==> src/rtl/tt_walker_pkg.sv <==
package tt_walker_pkg;
  localparam int PA_W  = 42;
  localparam int PTE_W = 64;

  typedef enum logic [1:0] {
    CAUSE_NONE     = 2'd0,
    CAUSE_ROOT_OFF = 2'd1,
    CAUSE_ABSENT   = 2'd2,
    CAUSE_PERM     = 2'd3
  } cause_e;

  typedef enum logic [2:0] {
    ST_IDLE, ST_ROOT, ST_L1_REQ, ST_L1_WAIT, ST_L2_REQ, ST_L2_WAIT, ST_RESP
  } state_e;

  // Physical address named by an entry in either layout.
  function automatic logic [PA_W-1:0] pte_base(input logic [PTE_W-1:0] e, input logic fmt2);
    if (fmt2) return {e[37:10], 14'b0};
    return {6'b0, e[35:12], 12'b0};
  endfunction

  // Access permission of a leaf entry.
  function automatic logic pte_allows(input logic [PTE_W-1:0] e, input logic fmt2, input logic wr);
    logic no_rd, no_wr;
    no_rd = fmt2 ? e[3] : e[8];
    no_wr = fmt2 ? e[2] : e[7];
    return wr ? !no_wr : !no_rd;
  endfunction
endpackage

==> src/rtl/tt_index_split.sv <==
module tt_index_split #(
  parameter int VA_W       = 32,
  parameter int PAGE_SHIFT = 12,
  parameter int TBL_BITS   = 2,
  parameter int RSEL_W     = 2,
  localparam int BPL       = PAGE_SHIFT - 3
) (
  input  logic [VA_W-1:0]       va,
  output logic [RSEL_W-1:0]     root_sel,
  output logic [BPL-1:0]        l1_idx,
  output logic [BPL-1:0]        l2_idx,
  output logic [PAGE_SHIFT-1:0] page_off
);
  assign l1_idx   = va[PAGE_SHIFT+BPL +: BPL];
  assign l2_idx   = va[PAGE_SHIFT +: BPL];
  assign page_off = va[PAGE_SHIFT-1:0];

  generate
    if (TBL_BITS > 0) begin : g_multi_root
      assign root_sel = va[PAGE_SHIFT+2*BPL +: TBL_BITS];
    end else begin : g_single_root
      assign root_sel = '0;
    end
  endgenerate
endmodule

==> src/rtl/tt_pte_decode.sv <==
module tt_pte_decode
  import tt_walker_pkg::*;
(
  input  logic [PTE_W-1:0] entry,
  input  logic             fmt2,
  input  logic             is_write,
  output logic             present,
  output logic [PA_W-1:0]  base_addr,
  output logic             perm_ok,
  output logic             nocache
);
  logic unused_entry_bits;

  assign present   = entry[0];
  assign base_addr = pte_base(entry, fmt2);
  assign perm_ok   = pte_allows(entry, fmt2, is_write);
  assign nocache   = fmt2 & entry[1];
  assign unused_entry_bits = ^{entry[63:38], entry[9], entry[6:4]};
endmodule

==> src/rtl/tt_walker.sv <==
module tt_walker
  import tt_walker_pkg::*;
#(
  parameter int VA_W       = 32,
  parameter int PAGE_SHIFT = 12,
  localparam int BPL       = PAGE_SHIFT - 3,
  localparam int SPAN      = VA_W - PAGE_SHIFT - 2*BPL,
  localparam int TBL_BITS  = (SPAN > 0) ? SPAN : 0,
  localparam int NROOT     = 1 << TBL_BITS,
  localparam int RSEL_W    = (TBL_BITS > 0) ? TBL_BITS : 1
) (
  input  logic                  clk,
  input  logic                  rst_n,
  input  logic [NROOT*PA_W-1:0] root_base_flat,
  input  logic [NROOT-1:0]      root_en,
  input  logic                  req_valid,
  output logic                  req_ready,
  input  logic [VA_W-1:0]       req_va,
  input  logic                  req_write,
  input  logic                  req_fmt2,
  output logic                  mem_req_valid,
  input  logic                  mem_req_ready,
  output logic [PA_W-1:0]       mem_addr,
  input  logic                  mem_rsp_valid,
  input  logic [PTE_W-1:0]      mem_rsp_data,
  output logic                  rsp_valid,
  output logic                  rsp_fault,
  output logic [1:0]            rsp_cause,
  output logic [PA_W-1:0]       rsp_pa,
  output logic                  rsp_nocache
);
  state_e              state;
  logic [VA_W-1:0]     va_q;
  logic                wr_q, fmt2_q;
  logic [PA_W-1:0]     tbl_q, pa_q;
  logic                nc_q;
  cause_e              cause_q;

  // Named events for the checker.
  logic accept, mem_fire, l1_done, l2_done;

  logic [RSEL_W-1:0]     root_sel;
  logic [BPL-1:0]        l1_idx, l2_idx, cur_idx;
  logic [PAGE_SHIFT-1:0] page_off;
  logic                  e_present, e_perm_ok, e_nocache;
  logic [PA_W-1:0]       e_base, root_base;

  tt_index_split #(
    .VA_W(VA_W), .PAGE_SHIFT(PAGE_SHIFT), .TBL_BITS(TBL_BITS), .RSEL_W(RSEL_W)
  ) split_i (
    .va(va_q), .root_sel(root_sel), .l1_idx(l1_idx), .l2_idx(l2_idx), .page_off(page_off)
  );

  tt_pte_decode dec_i (
    .entry(mem_rsp_data), .fmt2(fmt2_q), .is_write(wr_q),
    .present(e_present), .base_addr(e_base), .perm_ok(e_perm_ok), .nocache(e_nocache)
  );

  assign req_ready     = (state == ST_IDLE);
  assign accept        = req_valid && req_ready;
  assign mem_req_valid = (state == ST_L1_REQ) || (state == ST_L2_REQ);
  assign mem_fire      = mem_req_valid && mem_req_ready;
  assign l1_done       = (state == ST_L1_WAIT) && mem_rsp_valid;
  assign l2_done       = (state == ST_L2_WAIT) && mem_rsp_valid;

  assign cur_idx   = (state == ST_L1_REQ) ? l1_idx : l2_idx;
  assign mem_addr  = tbl_q + {{(PA_W-BPL-3){1'b0}}, cur_idx, 3'b000};
  assign root_base = root_base_flat[root_sel*PA_W +: PA_W];

  assign rsp_valid   = (state == ST_RESP);
  assign rsp_cause   = cause_q;
  assign rsp_fault   = (cause_q != CAUSE_NONE);
  assign rsp_pa      = pa_q;
  assign rsp_nocache = nc_q;

  always_ff @(posedge clk or negedge rst_n) begin
    if (!rst_n) begin
      state   <= ST_IDLE;
      va_q    <= '0;
      wr_q    <= 1'b0;
      fmt2_q  <= 1'b0;
      tbl_q   <= '0;
      pa_q    <= '0;
      nc_q    <= 1'b0;
      cause_q <= CAUSE_NONE;
    end else begin
      case (state)
        ST_IDLE: if (accept) begin
          va_q    <= req_va;
          wr_q    <= req_write;
          fmt2_q  <= req_fmt2;
          pa_q    <= '0;
          nc_q    <= 1'b0;
          cause_q <= CAUSE_NONE;
          state   <= ST_ROOT;
        end
        ST_ROOT: if (root_en[root_sel]) begin
          tbl_q <= root_base;
          state <= ST_L1_REQ;
        end else begin
          cause_q <= CAUSE_ROOT_OFF;
          state   <= ST_RESP;
        end
        ST_L1_REQ: if (mem_fire) state <= ST_L1_WAIT;
        ST_L1_WAIT: if (l1_done) begin
          if (!e_present) begin
            cause_q <= CAUSE_ABSENT;
            state   <= ST_RESP;
          end else begin
            tbl_q <= e_base;
            state <= ST_L2_REQ;
          end
        end
        ST_L2_REQ: if (mem_fire) state <= ST_L2_WAIT;
        ST_L2_WAIT: if (l2_done) begin
          state <= ST_RESP;
          if (!e_present)      cause_q <= CAUSE_ABSENT;
          else if (!e_perm_ok) cause_q <= CAUSE_PERM;
          else begin
            pa_q <= e_base | {{(PA_W-PAGE_SHIFT){1'b0}}, page_off};
            nc_q <= e_nocache;
          end
        end
        ST_RESP: state <= ST_IDLE;
        default: state <= ST_IDLE;
      endcase
    end
  end
endmodule

==> config.mk <==
export PLATFORM = sky130hd
export DESIGN_NAME = tt_walker
export DESIGN_NICKNAME = d
export VERILOG_FILES = /design/src/rtl/tt_walker_pkg.sv /design/src/rtl/tt_index_split.sv /design/src/rtl/tt_pte_decode.sv /design/src/rtl/tt_walker.sv
export SDC_FILE = /design/constraint.sdc
export NUM_CORES = 1
export LEC_CHECK = 0
export ABC_CLOCK_PERIOD_IN_PS = 9800
export BUFFER_PORTS_ARGS = -buffer_cell sky130_fd_sc_hd__buf_4
export CORE_MARGIN = 8
export CORE_UTILIZATION = 45
export DETAILED_ROUTE_END_ITERATION = 8
export PLACE_DENSITY = 0.79
export RECOVER_POWER = 50
export SYNTH_ARGS = -nofsm -noshare
export SYNTH_HDL_FRONTEND = slang
export SYNTH_SLANG_ARGS = --single-unit
==> constraint.sdc <==
create_clock -name clk -period 9.8 [get_ports clk]
set_input_delay 2.94 -clock clk [delete_from_list [all_inputs] [get_ports clk]]
set_output_delay 2.94 -clock clk [all_outputs]
set_load 0.05 [all_outputs]
==> reports/metrics.cfg <==
[critical_path]
critical_path_class = reg2out
critPathArrivalTime_ns = 4.47
ff2ff_path_depth = 5
cp-end-kind = output port
critPathLaunch = state[1]
crit_required_ns = 6.86
crit_path_max_fanout = 19
r2r_slack_ns = 6.01
timing.rr.end = rsp_pa[40]
cp_common_cell = buf_4
critical_path.slowest_cell = o31ai_2
critPathMaxStageDelay_ns = 0.92
r2r-start = state[1]
cp-start-kind = flip-flop
crit_chain = nor3b_1 -> buf_4 -> mux2_2 -> ha_1 -> a21oi_1 -> o211a_1 -> o31ai_2 -> or4b_1 -> xnor2_1 -> buf_4

[clock_network]
clock-sinks = 124
ctsResizeCount = 0
clockBufferDepth = 2
root_buffer = clkbuf_16
clock_latency_ns = 0.42
numCtsBuffers = 17
cts_tree = yes
path_clk_slew_ns = 0.06
hold_buffers = 0
cts_max_level = 4
post_cts.repair.setup_buffers = 0

[route]
drt_iter0_markers = 334
drcViolationCount = 0
drt.antenna.violating_nets = 0
num_vias = 7022
routed_wirelength_um = 28280
post_drt_via_cell_ratio = 5.618
firstDrtPassIters = 5
drt-wirelength-per-cell_um = 22.62

[grt]
grt_pass1_vias = 7423
grt_pass1_wl_um = 41700
antenna_found_initial = 4
grt.total_usage_pct = 26.72
grt.overflow.total = 0
grt_max_degree = 85

[status]
violations = capacitance limit, slew limit
status = finished with violations

[synth]
async_flop_share_pct = 100.0
synth_edf_count = 0
synthFlopType = dfrtp_1
yosysUniqueCellTypes = 51
synth_area_um2 = 7462
syn_inst = 703
syn_area_per_cell_um2 = 10.61
seq_area_frac_synth_pct = 41.58
ys_seq_elements = 124
syn_nets = 991
yosysWarnings = 0

[layout]
nNetsFinal = 1301
area_growth_pct = 41.21
nFillCells = 1369
drive_gt1_share_pct = 41.42
final_common_cell = buf_4
mostFrequentLayoutCells = buf_4, dfrtp_1, nor2_1, a21oi_1, clkbuf_1

[sta]
rsz0062_at_grt = false
worst_pin_slew_ns = 3.702
layout_min_cycle_time_ns = 7.413
max_freq_mhz = 134.9
holdWs_ns = 0.4860
fin_crit_sh_pct = 75.64
clock_skew_ns = 0.008887
max_slew_margin_pct = -146.8
setup_violations = 0
maxSlewViolCount = 164
setup_tns_ns = 0
hold_viol = 0

[power_and_ir_drop]
cellLeakagePower_nw = 4.765
ir_drop_mv = 0.9661
design_power_total_mw = 4.109
power.density_nw_per_um2 = 389.9

[die]
start_util_pct = 45.48
core-area_um2 = 16410
die_w_um = 144.8
die-area_um2 = 20960
rows = 47
boundaryPins = 366
die_h_um = 144.8

[placement]
place.port_buffers = 335
gp_congestion = 0.8867
hpwl_um = 22220

[worst_hold_path]
hp-start = va_q[9]
worstHoldPathType = reg2reg
hold_end = rsp_pa[9]
whs_path_depth = 1

[flow_run]
max_cap_viol_count = 3

==> critical path, delay by kind of cell (launching register included) <==
| kind | cells | cell delay [ns] |
|---|---|---|
| DFF | 1 | 0.70 |
| and+or+nand+nor | 2 | 0.77 |
| xor gates and xnor gates | 1 | 0.14 |
| adders and majority gates | 1 | 0.30 |
| AOI/OAI and AO/OA | 3 | 1.31 |
| muxes | 1 | 0.38 |
| buffers and inverters | 2 | 0.45 |
==> cells in the mapped netlist (2+ instances only) <==
| cell | instances | area, µm² |
|---|---|---|
| a31oi_1 | 6 | 37.54 |
| nor3_1 | 12 | 60.06 |
| nand2b_1 | 5 | 31.28 |
| o21ai_1 | 24 | 120.1 |
| nor3b_1 | 6 | 45.04 |
| xnor2_1 | 22 | 192.7 |
| nor2_1 | 62 | 232.7 |
| buf_2 | 17 | 85.08 |
| a21oi_1 | 60 | 300.3 |
| mux2_2 | 43 | 484.2 |
| nand4_1 | 9 | 56.30 |
| a32o_1 | 8 | 80.08 |
| a211oi_1 | 2 | 15.01 |
| nor4_1 | 2 | 12.51 |
| mux4_2 | 44 | 991.0 |
| and3_1 | 4 | 25.02 |
| a22o_1 | 12 | 105.1 |
| nor2b_1 | 3 | 18.77 |
| o21bai_1 | 2 | 15.01 |
| inv_1 | 23 | 86.33 |
| nand2_1 | 48 | 180.2 |
| o22ai_1 | 2 | 12.51 |
| dfrtp_1 | 124 | 3103 |
| mux2i_1 | 24 | 240.2 |
| o21ai_0 | 20 | 100.1 |
| a21o_1 | 2 | 15.01 |
| buf_1 | 4 | 15.01 |
| nand3_1 | 33 | 165.2 |
| and2_1 | 2 | 12.51 |
| ha_1 | 12 | 150.1 |
| or3_1 | 2 | 12.51 |
| nor3_2 | 2 | 20.02 |
| buf_4 | 4 | 30.03 |
| xor2_1 | 16 | 140.1 |
| clkbuf_1 | 26 | 97.59 |
==> area by class of cell <==
type	count	area, µm²	area share (%)
clock inverters	11	136.4	1.294
clock buffers	21	470.5	4.464
inverters	24	90.09	0.8549
diodes	4	10.01	0.09499
well taps	220	275.3	2.612
repair buffers	343	2381	22.60
multi-input cells	503	4065	38.58
flip-flops and latches	124	3109	29.51
==> routing by layer <==
metal | vias to the layer above | routed length [µm] | GRT usage, %
li1 | 3182 | - | -
met5 | - | 0 | 0
met2 | 341 | 14600 | 47.15
met4 | 0 | 718 | 8.817
met3 | 42 | 2890 | 9.383
met1 | 3457 | 10060 | 29.34
==> flip-flops by register name (all words and copies together), names as in the netlist <==
register / count
rsp_cause: 2
tbl_q: 42
fmt2_q: 1
va_q: 32
rsp_pa: 42
state: 3
wr_q: 1
rsp_nocache: 1
==> stage by stage <==
stage	area (µm²)	util [%]	std cells	setup slack (ns)
6_report	10540	64.23	1250	2.387
5_1_grt	10540	64.23	1250	1.944
2_1_floorplan	7462	-	703	3.093
3_5_place_dp	10110	61.65	1214	2.851
3_3_place_gp	10110	61.65	1214	2.901
4_1_cts	10720	65.35	1246	2.376
==> cell families (layout without fill, tap and decap cells) <==
kind of cell	after synthesis	after routing	synth area share, %
simple gates	197	197	12.83
compound gates	144	144	11.45
flops	124	124	41.58
mux	111	111	22.99
buf+inv	76	399	4.410
xor+xnor	38	38	4.460
fa+ha+maj	13	13	2.280
other cells	0	4	0
==> worst max-delay path by stage <==
stage	endpoint	slack [ns]
2_1_floorplan	mem_addr[41]	3.09
3_3_place_gp	mem_addr[41]	2.90
3_5_place_dp	mem_addr[41]	2.85
4_1_cts	mem_addr[41]	2.38
5_1_grt	fmt2_q	1.94
6_report	mem_addr[41]	2.39
==> power by group <==
group          total (mW)  switching, mW  internal [mW]  leakage [nW]
clock network       0.639          0.242          0.397         0.290
registers           0.932          0.226          0.705          1.54
logic                2.54           1.61          0.932          2.93
total                4.11           2.07           2.03          4.77
No activity file was read; power rests on OpenSTA's default activity.
